File: src/rtl/slsd_pkg.sv
package slsd_pkg;
    localparam int SLSD_PORTS = 4;
    localparam int SLSD_LEDS_PER_PORT = 4;
    localparam logic [1:0] SLSD_STRAP_SERIAL = 2'b10;
endpackage

File: src/rtl/slsd_sync.sv
module slsd_sync #(
    parameter int W = 3
) (
    input  logic         clk,
    input  logic         rst_n,
    input  logic [W-1:0] async_in,
    output logic [W-1:0] sync_out
);
    typedef struct packed {
        logic [W-1:0] meta;
        logic [W-1:0] stable;
    } sync_t;

    sync_t s_d, s_q;

    always_comb begin
        s_d        = s_q;
        s_d.meta   = async_in;
        s_d.stable = s_q.meta;
    end

    always_ff @(posedge clk or negedge rst_n) begin
        if (!rst_n) s_q <= '0;
        else        s_q <= s_d;
    end

    assign sync_out = s_q.stable;
endmodule

File: src/rtl/slsd_chain.sv
module slsd_chain #(
    parameter int NP = 4,
    parameter int LP = 4,
    localparam int NL = NP * LP,
    localparam int LW = $clog2(LP),
    localparam int TW = $clog2(NP),
    localparam int IW = $clog2(NL)
) (
    input  logic [NL-1:0] cur,
    input  logic          din,
    input  logic [LW-1:0] len,
    input  logic [TW-1:0] tap,
    output logic [NL-1:0] shifted,
    output logic [NL-1:0] mask,
    output logic [IW-1:0] tap_idx
);
    for (genvar p = 0; p < NP; p++) begin : g_port
        for (genvar i = 0; i < LP; i++) begin : g_led
            localparam int B = p * LP + i;
            assign mask[B] = (LW'(i) <= len);
            if (p == 0 && i == 0) begin : g_head
                assign shifted[B] = din;
            end else if (i > 0) begin : g_inner
                assign shifted[B] = mask[B] ? cur[B-1] : cur[B];
            end else begin : g_cross
                localparam int PB = (p - 1) * LP;
                assign shifted[B] = cur[IW'(PB) + IW'(len)];
            end
        end
    end

    assign tap_idx = IW'(tap) * IW'(LP) + IW'(len);
endmodule

File: src/rtl/serial_led_driver.sv
module serial_led_driver
    import slsd_pkg::*;
#(
    parameter int NP = SLSD_PORTS,
    parameter int LP = SLSD_LEDS_PER_PORT,
    localparam int NL = NP * LP,
    localparam int LW = $clog2(LP),
    localparam int TW = $clog2(NP),
    localparam int IW = $clog2(NL)
) (
    input  logic          clk,
    input  logic          rst_n,
    input  logic [1:0]    strap_clk_sel,
    input  logic          strap_enable,
    input  logic [LW-1:0] cfg_len,
    input  logic [TW-1:0] cfg_tap,
    input  logic          cfg_drive,
    input  logic          ser_data,
    input  logic          ser_clk,
    input  logic          ser_strobe,
    input  logic [NL-1:0] normal_led,
    output logic [NL-1:0] led_out,
    output logic [NL-1:0] led_oe,
    output logic          ser_out
);
    function automatic logic [NL-1:0] reset_pattern();
        logic [NL-1:0] v;
        for (int b = 0; b < NL; b++) v[b] = ((b % LP) % 2) == 0;
        return v;
    endfunction

    localparam logic [NL-1:0] RST_PAT = reset_pattern();

    typedef struct packed {
        logic [NL-1:0] sreg;
        logic [NL-1:0] leds;
        logic          ser;
        logic          mode;
        logic          armed;
        logic          clk_prev;
        logic          stb_prev;
    } state_t;

    state_t st_d, st_q;

    logic [2:0]    sy;
    logic [NL-1:0] shifted;
    logic [NL-1:0] mask;
    logic [IW-1:0] tap_idx;
    logic          clk_rise;
    logic          stb_rise;
    logic          mode_q;
    logic          armed_q;
    logic [NL-1:0] sreg_q;
    logic [NL-1:0] leds_q;

    slsd_sync #(.W(3)) u_sync (
        .clk      (clk),
        .rst_n    (rst_n),
        .async_in ({ser_strobe, ser_clk, ser_data}),
        .sync_out (sy)
    );

    slsd_chain #(.NP(NP), .LP(LP)) u_chain (
        .cur     (st_q.sreg),
        .din     (sy[0]),
        .len     (cfg_len),
        .tap     (cfg_tap),
        .shifted (shifted),
        .mask    (mask),
        .tap_idx (tap_idx)
    );

    assign clk_rise = st_q.mode && sy[1] && !st_q.clk_prev;
    assign stb_rise = st_q.mode && sy[2] && !st_q.stb_prev;

    always_comb begin
        st_d          = st_q;
        st_d.clk_prev = sy[1];
        st_d.stb_prev = sy[2];
        if (st_q.armed) begin
            st_d.mode  = (strap_clk_sel == SLSD_STRAP_SERIAL) && strap_enable;
            st_d.armed = 1'b0;
        end
        if (clk_rise) begin
            st_d.sreg = shifted;
        end
        if (stb_rise) begin
            st_d.leds = (st_q.leds & ~mask) | (st_q.sreg & mask);
        end
        st_d.ser = st_d.sreg[tap_idx];
    end

    always_ff @(posedge clk or negedge rst_n) begin
        if (!rst_n) begin
            st_q.sreg     <= RST_PAT;
            st_q.leds     <= RST_PAT;
            st_q.ser      <= 1'b0;
            st_q.mode     <= 1'b0;
            st_q.armed    <= 1'b1;
            st_q.clk_prev <= 1'b0;
            st_q.stb_prev <= 1'b0;
        end else begin
            st_q <= st_d;
        end
    end

    assign mode_q  = st_q.mode;
    assign armed_q = st_q.armed;
    assign sreg_q  = st_q.sreg;
    assign leds_q  = st_q.leds;

    assign led_out = mode_q ? st_q.leds : normal_led;
    assign led_oe  = mode_q ? {NL{cfg_drive}} : {NL{1'b1}};
    assign ser_out = mode_q & st_q.ser;
endmodule

File: config.mk
export PLATFORM = sky130hd
export DESIGN_NAME = serial_led_driver
export DESIGN_NICKNAME = d
export VERILOG_FILES = /design/src/rtl/slsd_pkg.sv /design/src/rtl/slsd_sync.sv /design/src/rtl/slsd_chain.sv /design/src/rtl/serial_led_driver.sv
export SDC_FILE = /design/constraint.sdc
export NUM_CORES = 1
export LEC_CHECK = 0
export BUFFER_PORTS_ARGS = -buffer_cell sky130_fd_sc_hd__buf_2
export CORE_MARGIN = 3
export CORE_UTILIZATION = 47
export DETAILED_ROUTE_END_ITERATION = 16
export PLACE_DENSITY = 0.8
export SLEW_MARGIN = 20
export SYNTH_ARGS = -nofsm -noshare
export SYNTH_HDL_FRONTEND = slang
export SYNTH_SLANG_ARGS = --single-unit
export TNS_END_PERCENT = 5
File: constraint.sdc
create_clock -name clk -period 2.23 [get_ports clk]
set_input_delay 0 -clock clk [delete_from_list [all_inputs] [get_ports clk]]
set_output_delay 0 -clock clk [all_outputs]
set_load 0.01 [all_outputs]
# ---- After elaboration in Yosys (flattened, before gate mapping)
# Index checks and enable logic that the tools add are counted.
dict set report word_totals {
  reg_bits 43
  in_bits 29
  out_inout_bits 33
  elab_cells 56
}
dict set report classes {
  add_sub_neg 3
  n_lt_le_gt_ge 8
  eq_ne 1
  n_mux 23
  n_bitwise 5
  n_reduce_logical 7
}
# op count
set ops {}
lappend ops {{$mux 16} 3}
lappend ops {{$and 16x16->16} 2}
lappend ops {{$mux 1} 16}
lappend ops {{$not 16->16} 1}
lappend ops {{$or 16x16->16} 1}
lappend ops {{$lt 4x5->1 const B} 3}
lappend ops {{$bmux 1 s4} 3}
lappend ops {{$logic_and 1x1->1} 5}
lappend ops {{$lt 2x5->1 const B} 1}
lappend ops {{$add 3x2->4 const A} 1}
lappend ops {{$add 4x2->4} 1}
lappend ops {{$add 4x2->4 const A} 1}
lappend ops {{$le 1x2->1 const A} 2}
lappend ops {{$le 2x2->1 const A} 2}
lappend ops {{$bmux 1 s2} 1}
lappend ops {{$eq 2x2->1 const B} 1}
lappend ops {{$logic_not 1->1} 2}
lappend ops {{$and 1x1->1} 1}

# ---- Logic depth before layout (Yosys ltp)
# Gate-level depths: netlist (run 1).
dict set report logic_depth {
  depth_word 6
  depth_mapped 7
  mapped_depth_nobuf 5
}

# ---- Cells and area by module
# From an unflattened synthesis (run 1), not the netlist that was laid out.
dict set report hier_totals {
  hier_cells 201
  area_unflattened_um2 2581.2
}
# mod n_inst cells_per_inst area_per_inst_um2 seq_area_each_um2
set modules_own_cells {}
lappend modules_own_cells {serial_led_driver 1 155 2045.7 947.2}
lappend modules_own_cells {slsd_chain 1 40 385.4 0.0}
lappend modules_own_cells {slsd_sync 1 6 150.1 150.1}

# ---- Worst setup path after synthesis (run 1)
# OpenSTA, ideal clock, no wires.
dict set report synth_path {
  kind {flip-flop to flip-flop}
  startpoint {reg st_q[1] (netlist name)}
  endpoint {reg st_q, in the netlist sreg_q[13]}
  setup_ps 125
  arrival_ps 1425
  required_time_ps 2105
  setup_slack_ps 680
  path_stages_with_launch 6
  path_buffers 2
  period_less_slack_ps 1550
  cell_sequence {dfrtp_1 > nand3b_1 > buf_6 > buf_2 > nor2_1 > mux2_2}
}
# element line_no
set synth_rtl {}
lappend synth_rtl {{start, declared} serial_led_driver.sv:44} ;# state_t st_d, st_q;
lappend synth_rtl {{start signal, assigned} serial_led_driver.sv:104} ;# st_q <= st_d;

==> results of run 1 <==
==> stage by stage <==
stage / instance area (um2) / hold WS, ns
global placement: 2510 / 0.108
detailed placement: 2510 / 0.111
CTS: 2650 / 0.0343
floorplan: 2280 / -0.296
finish: 2650 / 0.0396
global route: 2650 / 0.0630
==> cell usage in the layout, fill, tap and decap left out, drive strengths merged, types with 2 or more instances in the layout <==
cell type / netlist / layout
buf: 23 / 64
mux2: 42 / 42
nand2: 33 / 33
dfrtp: 26 / 26
dfstp: 17 / 17
nor2: 7 / 7
clkbuf: 0 / 7
mux2i: 6 / 6
dlygate4sd3: 0 / 6
o21ai: 3 / 3
nand3: 3 / 3
nand2b: 3 / 3
or3: 3 / 3
a31oi: 3 / 3
a21oi: 3 / 3
nand3b: 2 / 2
mux4: 2 / 2
nand4: 2 / 2
inv: 2 / 2
o221ai: 2 / 2
nor2b: 2 / 2
nor3: 2 / 2
==> area by class of cell <==
class / count / area share (%)
Sequential cell: 43 / 41.4
Multi-Input combinational cell: 130 / 38.1
Timing Repair Buffer: 70 / 14.6
Clock buffer: 7 / 2.88
Tap cell: 52 / 2.46
Inverter: 2 / 0.283
Clock inverter: 1 / 0.189
==> worst max-delay path, cell delays in order, from the launching register on <==
cell and delay (ns):
sky130_fd_sc_hd__dfrtp_1 0.40, sky130_fd_sc_hd__buf_4 0.21, sky130_fd_sc_hd__and3b_1 0.39, sky130_fd_sc_hd__mux2i_1 0.15, sky130_fd_sc_hd__nand4_1 0.11, sky130_fd_sc_hd__o311ai_1 0.12, sky130_fd_sc_hd__o41ai_2 0.35
==> power groups by stage <==
stage	logic, W	registers [W]	clock network [W]
global route	0.000436	0.00114	0.000509
floorplan	0.000301	0.00107	0
finish	0.000393	0.00112	0.000464
global placement	0.000375	0.00113	0
detailed placement	0.000386	0.00114	0
CTS	0.000397	0.00112	0.000480
==> kinds of logic after synthesis <==
| logic type | after synthesis |
|---|---|
| simple gates | 62 |
| mux | 50 |
| flops | 43 |
| buf+inv | 25 |
| compound gates | 16 |
| xor+xnor | 1 |
| other cells | 1 |
==> what timing repair did <==
action | 4_1_cts | 5_1_grt
hold buffers | 6 | 0
hold endpoints to repair | 30 | 0
setup buffers | 0 | 0
==> path summary, 6_finish.rpt <==
check                               from  slack, ns                  to
max                               mode_q       0.40             st_q[4]
min                           cfg_tap[1]       0.04             st_q[4]
max reg2reg                       mode_q       0.40             st_q[4]
min reg2reg                u_sync.s_d[1]       0.35  u_sync.sync_out[1]
max in group asynchronous          rst_n       1.27           sreg_q[3]
min in group asynchronous          rst_n       0.39           sreg_q[1]
==> routing by layer <==
metal	vias up	share of wire [%]
met5	-	0
met4	0	1.4
met3	7	7.1
met2	55	48
met1	739	44
li1	789	-
==> flow_metrics.tcl, run 1 <==
set metrics [dict create \
    number_of_fill_cells_in_the_layout 375 \
    cts_sinks 43 \
    floorplan.die.width_um 75.7 \
    synth_cell_types 34 \
    clock.fmax_ghz 0.547 \
    dominant_combinational_cell_family_by_area_after_synthesis "multiplexers" \
    via_per_inst 5.21 \
    p_int_w 0.00142 \
    dpl.cell_count 291 \
    finish.cell_count_without_fillers 305 \
    row_count 24 \
    dieArea_mm2 0.00573 \
    synth_top_area_share_pct 28.5 \
    first_global_vias 1501 \
    largest_net_degree_at_the_start_of_global_routing 44 \
    synthMostInstantiatedCell "sky130_fd_sc_hd__mux2_2" \
    antennaDiodeCount 0 \
    seqCellArea_mm2 0.00110 \
    drt_first_iter_violations 91 \
    port-buffer-count 61 \
    final_setup_margin_ns 0.402 \
    synth_top_cells_by_area "sky130_fd_sc_hd__dfrtp_1 (29%), sky130_fd_sc_hd__mux2_2 (21%), sky130_fd_sc_hd__dfstp_2 (20%)" \
    fraction_of_power_consumed_by_combinational_cells_pct 19.9 \
    ff2ff_path_depth 6 \
    multiInputGateArea_mm2 0.00101 \
    ir_drop_mv 0.485 \
    setup_viol 0 \
    postSynthAreaPerCell_um2 11.5 \
    cell_types_with_the_highest_counts_after_synthesis "sky130_fd_sc_hd__mux2_2 (42), sky130_fd_sc_hd__nand2_1 (33), sky130_fd_sc_hd__dfrtp_1 (26)" \
    synth_compound_gate_area_share_pct 5.21 \
    clk_latency_ns 0.29 \
    drt_drc_violations_left 0 \
    utilization_pct 58.8 \
    global_route.usage.met3_pct 3.83 \
    power.clock.fraction_pct 23.5 \
    required_ns 2.42 \
    groute.layer.met1.usage_pct 21.6 \
    synthAdderAreaFrac_pct 0 \
    yosysSeqAreaShare_pct 48.1 \
    finalWorstPathRequiredPeriod_ns 1.83 \
    vias 1590 \
    finalSetupTns_ns 0 \
    busiest_layer "met2" \
    status "completed" \
    cell_chosen_for_the_clock_root "sky130_fd_sc_hd__clkbuf_8" \
    grt_setup_unrepaired "false" \
    die_y_um 75.7 \
    global_route_wire_length_before_repair_mm 7.04 \
    clock_tree.buffer_depth 2 \
    cts_buffers 5 \
    netlist_instances 198 \
    hold_crit_path_type "in2reg" \
    tightestPinTransition_ns 0.919 \
    leakagePower_nw 1.24 \
    synth-async-reset-ratio_pct 100 \
    end_kind "flop" \
    grt_antenna_before_repair 0 \
    syn_to_final_growth_pct 16.1 \
    initial_utilization_pct 50.6 \
    cp-start-kind "flop" \
    fin_crit_sh_pct 82.0 \
    routed_wl_mm 4.44 \
    slew_violations 0 \
    post_cts_resize_count 0 \
    drt_pre_antenna_iters 4 \
    cp_max_fo 10 \
    edff_count_synth 0 \
    power_density_mw_per_mm2 746 \
    share_of_synthesized_cell_area_in_and_or_nand_and_nor_gates_pct 12.8 \
    switching_share_pct 28.3 \
    p_sw_w 0.000560 \
    core_region_area_mm2 0.00450 \
    hold-path-cell-count 3 \
    mappedNetlistNets 227 \
    post-synth-top-area-cell "sky130_fd_sc_hd__dfrtp_1" \
    postSynth.topFlopCell "sky130_fd_sc_hd__dfrtp_1" \
    final_net_count 281 \
    met2_track_utilization_from_global_routing_pct 26.9 \
    h-tree-depth 2 \
    max_slew_margin_pct 38.7 \
    ios 62 \
    tritoncts "built" \
    clk_pin_slew_ns 0.08 \
    synth.yosys.warnings 0 \
    synthesis.area_mm2 0.00228 \
    globalRoute.totalOverflow 0 \
    dp_hpwl_mm 3.18 \
    avgRoutedWirePerCell_um 14.5 \
    detailedPlace.worstSlack_ns 0.418 \
    muxShareOfSynthArea_pct 25.3 \
    ratio_of_cells_with_drive_above_1_in_the_final_layout_pct 53.4 \
    hold_violations 0 \
    grt_util_all_layers_pct 16.6 \
    power_frac_seq_pct 56.6 \
    postRouteAntennaNets 0 \
    worst_clock_skew_ns 0.00636 \
    gp_routability_congestion 0.845 \
    synth_xor_xnor_area_share_pct 0.713 \
    critPathArrivalTime_ns 2.02 \
    finalPower_w 0.00198 \
    path_class "reg2reg" \
    maxCapViolations 0 \
    postSynthRegisterBits 43 \
]
No activity file was read; power rests on OpenSTA's default activity.
==> run 2, diff against run 1 <==
- clock period: 2.23 -> 1.9 ns (I/O delays scaled with it)
==> flow_metrics.tcl, run 2 (same netlist as run 1, synthesis figures left out) <==
set metrics [dict create \
    max_slew_margin_pct 47.1 \
    path_class "reg2reg" \
    worstHoldStart "cfg_tap[1]" \
    drt_drc_violations_left 0 \
    antennaDiodeCount 0 \
    initial_utilization_pct 50.6 \
    core_region_area_mm2 0.00450 \
    cts_buffers 5 \
    ff2ff_path_depth 6 \
    holdWs_ns 0.0587 \
    finalWorstPathRequiredPeriod_ns 1.69 \
    number_of_fill_cells_in_the_layout 386 \
    postRouteAntennaNets 0 \
    routed_wl_mm 4.50 \
    via_per_inst 5.26 \
    hold_crit_path_type "in2reg" \
    most_used_cells_in_the_layout_excluding_fill_and_tap_cells "sky130_fd_sc_hd__buf_2 (61), sky130_fd_sc_hd__mux2_2 (42), sky130_fd_sc_hd__nand2_1 (33)" \
    seqCellArea_mm2 0.00110 \
    dp_hpwl_mm 3.27 \
    utilization_pct 60.8 \
    detailedPlace.worstSlack_ns 0.167 \
    critPathArrivalTime_ns 1.89 \
    largest_net_degree_at_the_start_of_global_routing 39 \
    status "completed" \
    tritoncts "built" \
    global_route_wire_length_before_repair_mm 7.18 \
    setup_viol 0 \
    grt_antenna_before_repair 0 \
    cell_chosen_for_the_clock_root "sky130_fd_sc_hd__clkbuf_8" \
    avgRoutedWirePerCell_um 14.6 \
    syn_to_final_growth_pct 20.1 \
    cts_sinks 43 \
    drt_pre_antenna_iters 6 \
    worst_clock_skew_ns 0.00646 \
    ir_drop_mv 0.647 \
    hold_violations 0 \
    final_net_count 284 \
    rrSetupSlack_ns 0.21 \
    slew_violations 0 \
    drt_first_iter_violations 82 \
    finalSetupTns_ns 0 \
    tightestPinTransition_ns 0.794 \
    maxCapViolations 0 \
    post-cts-setup-buffer-count 0 \
    ios 62 \
    port-buffer-count 61 \
    clock_tree.buffer_depth 2 \
    rr_endpoint "st_q[4]" \
    h-tree-depth 2 \
    clock.fmax_ghz 0.593 \
    vias 1619 \
    end_kind "flop" \
    globalRoute.totalOverflow 0 \
    cp-start-kind "flop" \
    gp_routability_congestion 0.901 \
    mostFrequentLayoutCell "sky130_fd_sc_hd__buf_2" \
    grt_util_all_layers_pct 16.9 \
    hold-path-cell-count 3 \
    min_delay_worst_endpoint "st_q[4]" \
    fin_crit_sh_pct 88.8 \
    clk_pin_slew_ns 0.08 \
    first_global_vias 1515 \
    row_count 24 \
    grt_setup_unrepaired "false" \
    cp_max_fo 20 \
    required_ns 2.10 \
    dieArea_mm2 0.00573 \
    die_y_um 75.7 \
    ratio_of_cells_with_drive_above_1_in_the_final_layout_pct 55.1 \
    leakagePower_nw 1.29 \
    floorplan.die.width_um 75.7 \
    multiInputGateArea_mm2 0.00101 \
    clk_latency_ns 0.30 \
    final_setup_margin_ns 0.213 \
    power_density_mw_per_mm2 958 \
    crit-reg2reg-launch "mode_q" \
]
run 2: cell count changes in the layout (fill, tap and decap cells not counted):
cell                         previous run  this run
sky130_fd_sc_hd__buf_12                 0         1
sky130_fd_sc_hd__and3b_2                0         1
sky130_fd_sc_hd__clkbuf_1               2         0
sky130_fd_sc_hd__clkinv_2               1         0
sky130_fd_sc_hd__clkinvlp_4             0         1
sky130_fd_sc_hd__bufinv_16              0         2
sky130_fd_sc_hd__buf_4                  3         5
sky130_fd_sc_hd__and3b_1                1         0
run 2: final cells by class:
type | instances | area share, %
Timing Repair Buffer | 73 | 15.4
Inverter | 2 | 0.274
Sequential cell | 43 | 40.0
Clock buffer | 5 | 2.51
Tap cell | 52 | 2.37
Clock inverter | 3 | 2.47
Multi-Input combinational cell | 130 | 36.9
run 2: worst max path at each step:
stage / slack (ns) / cells after the start / startpoint / to
6_report: 0.21 / 6 / mode_q / st_q[4]
5_1_grt: 0.02 / 6 / mode_q / st_q[4]
4_1_cts: 0.12 / 5 / mode_q / st_q[4]
3_5_place_dp: 0.17 / 5 / mode_q / st_q[4]
3_3_place_gp: 0.22 / 5 / mode_q / st_q[4]
2_1_floorplan: 0.35 / 5 / st_q[1] / sreg_q[13]
run 2: repair_timing:
| item | 4_1_cts | 5_1_grt |
|---|---|---|
| endpoints found under the hold margin | 30 | 0 |
| setup endpoints to repair | 0 | 1 |
| gates resized for setup | 0 | 1 |
| hold buffers | 6 | 0 |
run 2: worst max-delay path, stage by stage, from the launching register on:
cell,delay (ns)
sky130_fd_sc_hd__dfrtp_1,0.48
sky130_fd_sc_hd__nand3b_1,0.16
sky130_fd_sc_hd__buf_12,0.18
sky130_fd_sc_hd__xnor2_2,0.15
sky130_fd_sc_hd__o221ai_1,0.16
sky130_fd_sc_hd__nor2b_1,0.16
sky130_fd_sc_hd__o41ai_2,0.29
run 2: layer usage:
| layer | up-vias | GRT usage, % | part of all wire, % |
|---|---|---|---|
| met4 | 0 | 5.63 | 1.4 |
| met2 | 47 | 28.8 | 48 |
| met3 | 10 | 5.41 | 5.6 |
| met5 | - | 0 | 0 |
| met1 | 768 | 20.3 | 45 |
| li1 | 794 | - | - |
run 2: power breakdown:
group | switching (W) | internal, W
Combinational | 0.000199 | 0.000269
Clock | 0.000314 | 0.000524
Sequential | 0.000180 | 0.00114
Total | 0.000693 | 0.00193
run 2: metrics by stage:
step | cell area [um2] | cells | power, W
2_1_floorplan | 2280 | 198 | 0.00161
3_3_place_gp | 2540 | 294 | 0.00178
4_1_cts | 2740 | 308 | 0.00264
5_1_grt | 2740 | 308 | 0.00276
6_report | 2740 | 308 | 0.00263
3_5_place_dp | 2540 | 294 | 0.00179
